`src/rtl/shf_pkg.sv`:
```
package shf_pkg;

    localparam int DEF_STAGES  = 8;
    localparam int SYNC_STAGES = 2;

    typedef enum logic {
        MODE_LOAD  = 1'b0,
        MODE_SHIFT = 1'b1
    } shf_mode_e;

    typedef struct packed {
        shf_mode_e mode;
        logic      ser;
        logic      step;
        logic      hold;
    } shf_ctrl_t;

    function automatic logic tick_level(input logic a, input logic b);
        return a | b;
    endfunction

endpackage

```
`src/rtl/shf_clr_sync.sv`:
```
module shf_clr_sync
    import shf_pkg::*;
#(
    parameter int DEPTH = SYNC_STAGES
) (
    input  logic clk,
    input  logic clr_n,
    output logic hold
);
    logic [DEPTH-1:0] pipe_q;

    always_ff @(posedge clk or negedge clr_n) begin
        if (!clr_n) begin
            pipe_q <= '0;
        end else begin
            pipe_q <= {pipe_q[DEPTH-2:0], 1'b1};
        end
    end

    assign hold = ~pipe_q[DEPTH-1];
endmodule

```
`src/rtl/shf_tick_edge.sv`:
```
module shf_tick_edge
    import shf_pkg::*;
(
    input  logic clk,
    input  logic clr_n,
    input  logic hold,
    input  logic tick_a,
    input  logic tick_b,
    output logic step
);
    logic level;
    logic level_q;

    assign level = tick_level(tick_a, tick_b);

    always_ff @(posedge clk or negedge clr_n) begin
        if (!clr_n) begin
            level_q <= 1'b1;
        end else if (hold) begin
            level_q <= 1'b1;
        end else begin
            level_q <= level;
        end
    end

    assign step = level & ~level_q & ~hold;
endmodule

```
`src/rtl/shf_stage_bank.sv`:
```
module shf_stage_bank
    import shf_pkg::*;
#(
    parameter int STAGES = DEF_STAGES
) (
    input  logic              clk,
    input  logic              clr_n,
    input  shf_ctrl_t         ctrl,
    input  logic [STAGES-1:0] par,
    output logic [STAGES-1:0] stages
);
    logic [STAGES-1:0] nxt;

    for (genvar i = 0; i < STAGES; i++) begin : g_stage
        logic from_prev;
        if (i == 0) begin : g_first
            assign from_prev = ctrl.ser;
        end else begin : g_rest
            assign from_prev = stages[i-1];
        end

        always_comb begin
            if (ctrl.mode == MODE_LOAD) begin
                nxt[i] = par[i];
            end else begin
                nxt[i] = from_prev;
            end
        end

        always_ff @(posedge clk or negedge clr_n) begin
            if (!clr_n) begin
                stages[i] <= 1'b0;
            end else if (ctrl.hold) begin
                stages[i] <= 1'b0;
            end else if (ctrl.step) begin
                stages[i] <= nxt[i];
            end
        end
    end
endmodule

```
`src/rtl/shf_gated_piso.sv`:
```
module shf_gated_piso
    import shf_pkg::*;
#(
    parameter int STAGES = DEF_STAGES
) (
    input  logic              clk,
    input  logic              clr_n,
    input  logic              mode_shift,
    input  logic              ser_in,
    input  logic [STAGES-1:0] par_in,
    input  logic              tick_a,
    input  logic              tick_b,
    output logic              q_last,
    output logic [STAGES-1:0] stage_dbg
);
    logic              hold;
    logic              step;
    shf_ctrl_t         ctrl;
    logic [STAGES-1:0] stages;

    shf_clr_sync #(.DEPTH(SYNC_STAGES)) u_sync (
        .clk   (clk),
        .clr_n (clr_n),
        .hold  (hold)
    );

    shf_tick_edge u_edge (
        .clk    (clk),
        .clr_n  (clr_n),
        .hold   (hold),
        .tick_a (tick_a),
        .tick_b (tick_b),
        .step   (step)
    );

    always_comb begin
        ctrl.mode = shf_mode_e'(mode_shift);
        ctrl.ser  = ser_in;
        ctrl.step = step;
        ctrl.hold = hold;
    end

    shf_stage_bank #(.STAGES(STAGES)) u_bank (
        .clk    (clk),
        .clr_n  (clr_n),
        .ctrl   (ctrl),
        .par    (par_in),
        .stages (stages)
    );

    assign q_last    = stages[STAGES-1];
    assign stage_dbg = stages;
endmodule

```
`config.mk`:
```
export PLATFORM = sky130hd
export DESIGN_NAME = shf_gated_piso
export DESIGN_NICKNAME = d
export VERILOG_FILES = /design/src/rtl/shf_pkg.sv /design/src/rtl/shf_clr_sync.sv /design/src/rtl/shf_tick_edge.sv /design/src/rtl/shf_stage_bank.sv /design/src/rtl/shf_gated_piso.sv
export SDC_FILE = /design/constraint.sdc
export NUM_CORES = 1
export LEC_CHECK = 0
export BUFFER_PORTS_ARGS = -buffer_cell sky130_fd_sc_hd__clkbuf_2
export CAP_MARGIN = 5
export CELL_PAD_IN_SITES_DETAIL_PLACEMENT = 1
export CELL_PAD_IN_SITES_GLOBAL_PLACEMENT = 1
export CORE_MARGIN = 2
export CORE_UTILIZATION = 36
export CTS_CLUSTER_DIAMETER = 50
export DETAILED_ROUTE_END_ITERATION = 6
export PLACE_DENSITY_LB_ADDON = 0.05
export SLEW_MARGIN = 20
export SYNTH_ARGS = -nofsm -noshare
export SYNTH_HDL_FRONTEND = slang
export SYNTH_SLANG_ARGS = --single-unit
```
`constraint.sdc`:
```
create_clock -name clk -period 1.65 [get_ports clk]
set_clock_uncertainty 0.15 [all_clocks]
set_input_delay 0.165 -clock clk [delete_from_list [all_inputs] [get_ports clk]]
set_output_delay 0.165 -clock clk [all_outputs]
set_load 0.01 [all_outputs]
```
==> impl_metrics.tcl, run 1 <==
set metrics [dict create \
    outcome "complete, no violations" \
    ys_ff_latch 11 \
    route.vias.total 441 \
    clock.fmax_ghz 0.8652 \
    fp.dieH_um 46.47 \
    cp-end-kind "flip-flop" \
    avgViaCountPerCell 4.691 \
    clk_pin_slew_ps 70 \
    drt_iter0_drc 4 \
    synthesis.area_um2 649.4 \
    syn_inst 52 \
    cts_buffer_depth 2 \
    dp.cells 89 \
    grt_pass1_vias 428 \
    crit_slowest_cell "o21ba_2" \
    dieArea_um2 2159 \
    use_met3 0.07451 \
    fin_crit_ps 1156 \
    worst-setup-path-type "reg2reg" \
    ant_nets 0 \
    synth.distinct_cells 12 \
    finalCritPeriodShare 0.7005 \
    setup_tns_ps 0 \
    synth_compound_area_frac 0.2158 \
    clock_sinks 11 \
    grt_first_pass_wirelength_um 2049 \
    fillers 195 \
    ys_seq_area_frac 0.4258 \
    power_density_nw_per_um2 729.4 \
    cp.required_ps 1640 \
    antenna_found_initial 0 \
    drv_cap 0 \
    start_util 0.3802 \
    rsz0062_at_grt "false" \
    fin_util 0.4374 \
    startpoint_type "flip-flop" \
    drc 0 \
    synth_xor_area_frac 0 \
    crit_buf_inv 0 \
    final_common_cell "clkbuf_2" \
    synth_top_family_by_area "compound AO/OA/AOI/OAI gates" \
    cpLargestDelayFamily "compound AO/OA/AOI/OAI gates" \
    antenna_cells 0 \
    arrival_ps 1150 \
    dpl.hpwl_um 951.1 \
    mostFrequentLayoutCells "22 x clkbuf_2, 10 x dfrtp_1, 9 x nand2_1" \
    crit_chain "o21ba_2 > o32ai_2" \
    ir_drop_v 0.0004539 \
    root_buffer "clkbuf_4" \
    post_cts_buffers 0 \
    wl_per_cell_um 13.43 \
    grt_overflow 0 \
    dr.pass1.iters 4 \
    busiest_layer "met2" \
    die_w_um 46.47 \
    syn_avg_cell_area_um2 12.49 \
    numCtsBuffers 3 \
    place_congestion 0.6831 \
    synthAdderAreaFrac 0 \
    hold_violations 0 \
    fp-row-count 15 \
    port_buffers 22 \
    p_leak_nw 0.3604 \
    grt.total_usage 0.1453 \
    syn_nets 66 \
    pin_count 23 \
    slowest_delay_ps 390 \
    hp-class "in2reg" \
    cts_resized 0 \
    coreArea_um2 1708 \
    htree_levels 1 \
    synth_warnings 0 \
    met2_usage 0.1972 \
    fin_cells 94 \
    layout.nets 84 \
    cp_max_fo 8 \
    setup_viol 0 \
    drv_slew 0 \
    gr-usage-met1 0.1957 \
    grt_max_degree 12 \
    tritoncts "yes" \
    drive_above_1_share 0.5652 \
    synth_mux_area_frac 0.1233 \
    wl_um 1262 \
    synth-simple-area-share 0.08285 \
    syn_to_final_growth_pct 15.03 \
    clkLatencyLatePin_ps 270 \
]
area by class of cell:
| cell class | instances | area (µm²) | area share |
|---|---|---|---|
| tap | 25 | 31.28 | 0.04188 |
| sequential | 11 | 276.5 | 0.3702 |
| multi-input combinational | 29 | 277.8 | 0.3719 |
| clock buffer | 4 | 26.28 | 0.03518 |
| timing repair buffer | 25 | 135.1 | 0.1809 |
flip-flops by register name (all words and copies together), names as in the netlist:
register	cells
u_bank.g_stage.from_prev	7
u_bank.stages	1
u_edge.level_q	1
u_sync.pipe_q	2
repair_timing:
item	4_1_cts	5_1_grt
endpoints found under the setup margin	0	0
endpoints found under the hold margin	11	0
hold buffers	1	0
worst paths after layout:
path                                        from                          end  slack [ps]  cells after the start
worst max-delay path              u_edge.level_q  u_bank.g_stage[5].from_prev         490                      2
worst min-delay path                   par_in[1]  u_bank.g_stage[2].from_prev         110                      3
worst min register to register  u_sync.pipe_q[0]             u_sync.pipe_q[1]         200                      0
worst max register to register    u_edge.level_q  u_bank.g_stage[5].from_prev         490                      2
min in group asynchronous                  clr_n  u_bank.g_stage[7].from_prev         150                      2
max in group asynchronous                  clr_n               u_edge.level_q         920                      2
per-layer routing:
metal | routed length (µm) | vias up
met5 | 0 | -
li1 | - | 211
met3 | 73 | 2
met1 | 608 | 213
met4 | 10 | 0
met2 | 570 | 15
kinds of logic (layout without fill, tap and decap cells):
kind of cell | count (synthesis) | count (layout)
simple gates | 11 | 11
mux | 8 | 8
buf+inv | 12 | 29
compound gates | 9 | 9
other cells | 1 | 1
flops | 11 | 11
where the power goes:
part / internal (mW) / switching [mW] / total, mW
Sequential: 0.277 / 0.00481 / 0.282
Combinational: 0.0347 / 0.0412 / 0.0759
Clock: 0.0936 / 0.0931 / 0.187
worst reg2reg max path: stages (launching register included):
cell	delay [ps]
dfstp_2	370
o21ba_2	390
o32ai_2	120
synth_stat cells:
master | instances | area, µm²
conb_1 | 1 | 3.750
dfrtp_1 | 10 | 250.2
buf_6 | 2 | 22.52
o32ai_2 | 8 | 130.1
mux2i_1 | 8 | 80.08
clkbuf_2 | 1 | 5.000
dfstp_2 | 1 | 26.28
buf_4 | 9 | 67.56
nand2_1 | 9 | 33.78
nor2_2 | 1 | 6.260
o21ba_2 | 1 | 10.01
nand2b_4 | 1 | 13.76
stage by stage:
stage	setup slack, ps	power, mW	hold WS (ps)	instance area (µm²)
floorplan	484.0	0.3375	-280.6	649.4
global placement	479.9	0.3632	-90.81	710.7
detailed placement	489.7	0.3633	-89.84	710.7
CTS	490.0	0.5546	105.4	747.0
global route	447.9	0.5743	105.3	747.0
finish	494.2	0.5448	107.4	747.0
(Power assumes the default switching activity.)
==> inputs of run 2 (changes only) <==
==> constraint.sdc (replaced) <==
create_clock -name clk -period 1.2 [get_ports clk]
set_clock_uncertainty 0.15 [all_clocks]
set_input_delay 0.12 -clock clk [delete_from_list [all_inputs] [get_ports clk]]
set_output_delay 0.12 -clock clk [all_outputs]
set_load 0.01 [all_outputs]
==> impl_metrics.tcl, run 2 (synthesis gave the netlist of run 1 again) <==
set metrics [dict create \
    antenna_found_initial 0 \
    report.power.total_mw 0.7567 \
    reg2reg_to "u_bank.stages[7]" \
    cp_max_fo 8 \
    finalCritPeriodShare 0.9641 \
    drv_slew 0 \
    hold_violations 0 \
    drive_above_1_share 0.5714 \
    dieArea_um2 2159 \
    cts_buffer_depth 2 \
    port_buffers 22 \
    grt_pass1_vias 454 \
    drv_cap 0 \
    drc 0 \
    grt.total_usage 0.1463 \
    wl_um 1215 \
    slowest_delay_ps 390 \
    crit_cells 2 \
    cpLargestDelayFamily "compound AO/OA/AOI/OAI gates" \
    avgViaCountPerCell 4.684 \
    startpoint_type "flip-flop" \
    reg2reg_from "u_edge.level_q" \
    dpl.hpwl_um 900.7 \
    grt_overflow 0 \
    fillers 203 \
    setup_viol 0 \
    outcome "complete, no violations" \
    dp.cells 90 \
    ir_drop_v 0.0005058 \
    arrival_ps 1150 \
    rr_worst_depth 2 \
    root_buffer "clkbuf_4" \
    cp.required_ps 1190 \
    crit_start "u_edge.level_q" \
    cp-end-kind "flip-flop" \
    numCtsBuffers 3 \
    drt_iter0_drc 1 \
    fp-row-count 15 \
    cts_resized 0 \
    worst-setup-path-type "reg2reg" \
    tritoncts "yes" \
    route.vias.total 445 \
    syn_to_final_growth_pct 16.18 \
    power_density_nw_per_um2 1003 \
    antenna_cells 0 \
    place_congestion 0.6334 \
    dr.pass1.iters 2 \
    wl_per_cell_um 12.79 \
    pre_cts_slack_ps 57.92 \
    setup_slack_ps 43.11 \
    hp-class "in2reg" \
    p_leak_nw 0.3652 \
    clock.fmax_ghz 0.8644 \
    cp-endpoint "u_bank.stages[7]" \
    grt_max_degree 12 \
    largest_reg_flops 7 \
    regToRegSetupSlack_ps 40 \
    whs_path_depth 3 \
    layout.nets 85 \
    pin_count 23 \
    start_util 0.3802 \
    ant_nets 0 \
    rsz0062_at_grt "false" \
    mostFrequentLayoutCells "22 x clkbuf_2, 10 x dfrtp_1, 9 x nand2_1" \
    fin_crit_ps 1157 \
    crit_chain "o21ba_2 > o32ai_2" \
    fin_util 0.4418 \
    crit_buf_inv 0 \
    crit_slowest_cell "o21ba_2" \
    grt_first_pass_wirelength_um 2056 \
    clk_pin_slew_ps 80 \
    final_common_cell "clkbuf_2" \
    fin_cells 95 \
    setup_tns_ps 0 \
    clkLatencyLatePin_ps 270 \
    coreArea_um2 1708 \
    die_w_um 46.47 \
    post_cts_buffers 0 \
    fp.dieH_um 46.47 \
    htree_levels 1 \
    cts-hold-fix-buffers 1 \
    clock_sinks 11 \
]
-- run 2: power by group --
group / switching [mW] / leakage [nW] / internal [mW]
Clock: 0.134 / 0.0150 / 0.129
Combinational: 0.0554 / 0.205 / 0.0498
Sequential: 0.00738 / 0.145 / 0.381
Total: 0.197 / 0.365 / 0.560
-- run 2: worst min path at each step --
stage | from | end
2_1_floorplan | clr_n | u_bank.g_stage[1].from_prev
3_3_place_gp | clr_n | u_bank.g_stage[1].from_prev
3_5_place_dp | clr_n | u_sync.pipe_q[0]
4_1_cts | par_in[5] | u_bank.g_stage[6].from_prev
5_1_grt | par_in[7] | u_bank.stages[7]
6_report | par_in[6] | u_bank.g_stage[7].from_prev
-- run 2: metrics by stage --
| step | hold slack, ps | area, µm² |
|---|---|---|
| 2_1_floorplan | -325.6 | 649.4 |
| 3_5_place_dp | -132.1 | 718.2 |
| 6_report | 63.05 | 754.5 |
| 4_1_cts | 63.23 | 754.5 |
| 3_3_place_gp | -135.6 | 718.2 |
| 5_1_grt | 71.25 | 754.5 |
-- run 2: per-layer routing --
metal / track usage / wire, µm / share of wire
met1: 0.1893 / 562 / 0.46
met5: 0 / 0 / 0
met3: 0.04706 / 76 / 0.063
met2: 0.2028 / 538 / 0.44
met4: 0.1029 / 37 / 0.030
-- run 2: cell type report --
| class | instances | area [µm²] | area share |
|---|---|---|---|
| tap | 25 | 31.28 | 0.04146 |
| clock buffer | 4 | 26.28 | 0.03483 |
| multi-input combinational | 29 | 277.8 | 0.3682 |
| sequential | 11 | 276.5 | 0.3665 |
| timing repair buffer | 26 | 142.6 | 0.1891 |
-- run 2: worst min-delay path, stage by stage --
cell	delay (ps)
clkbuf_2	80
mux2i_1	160
o32ai_2	90
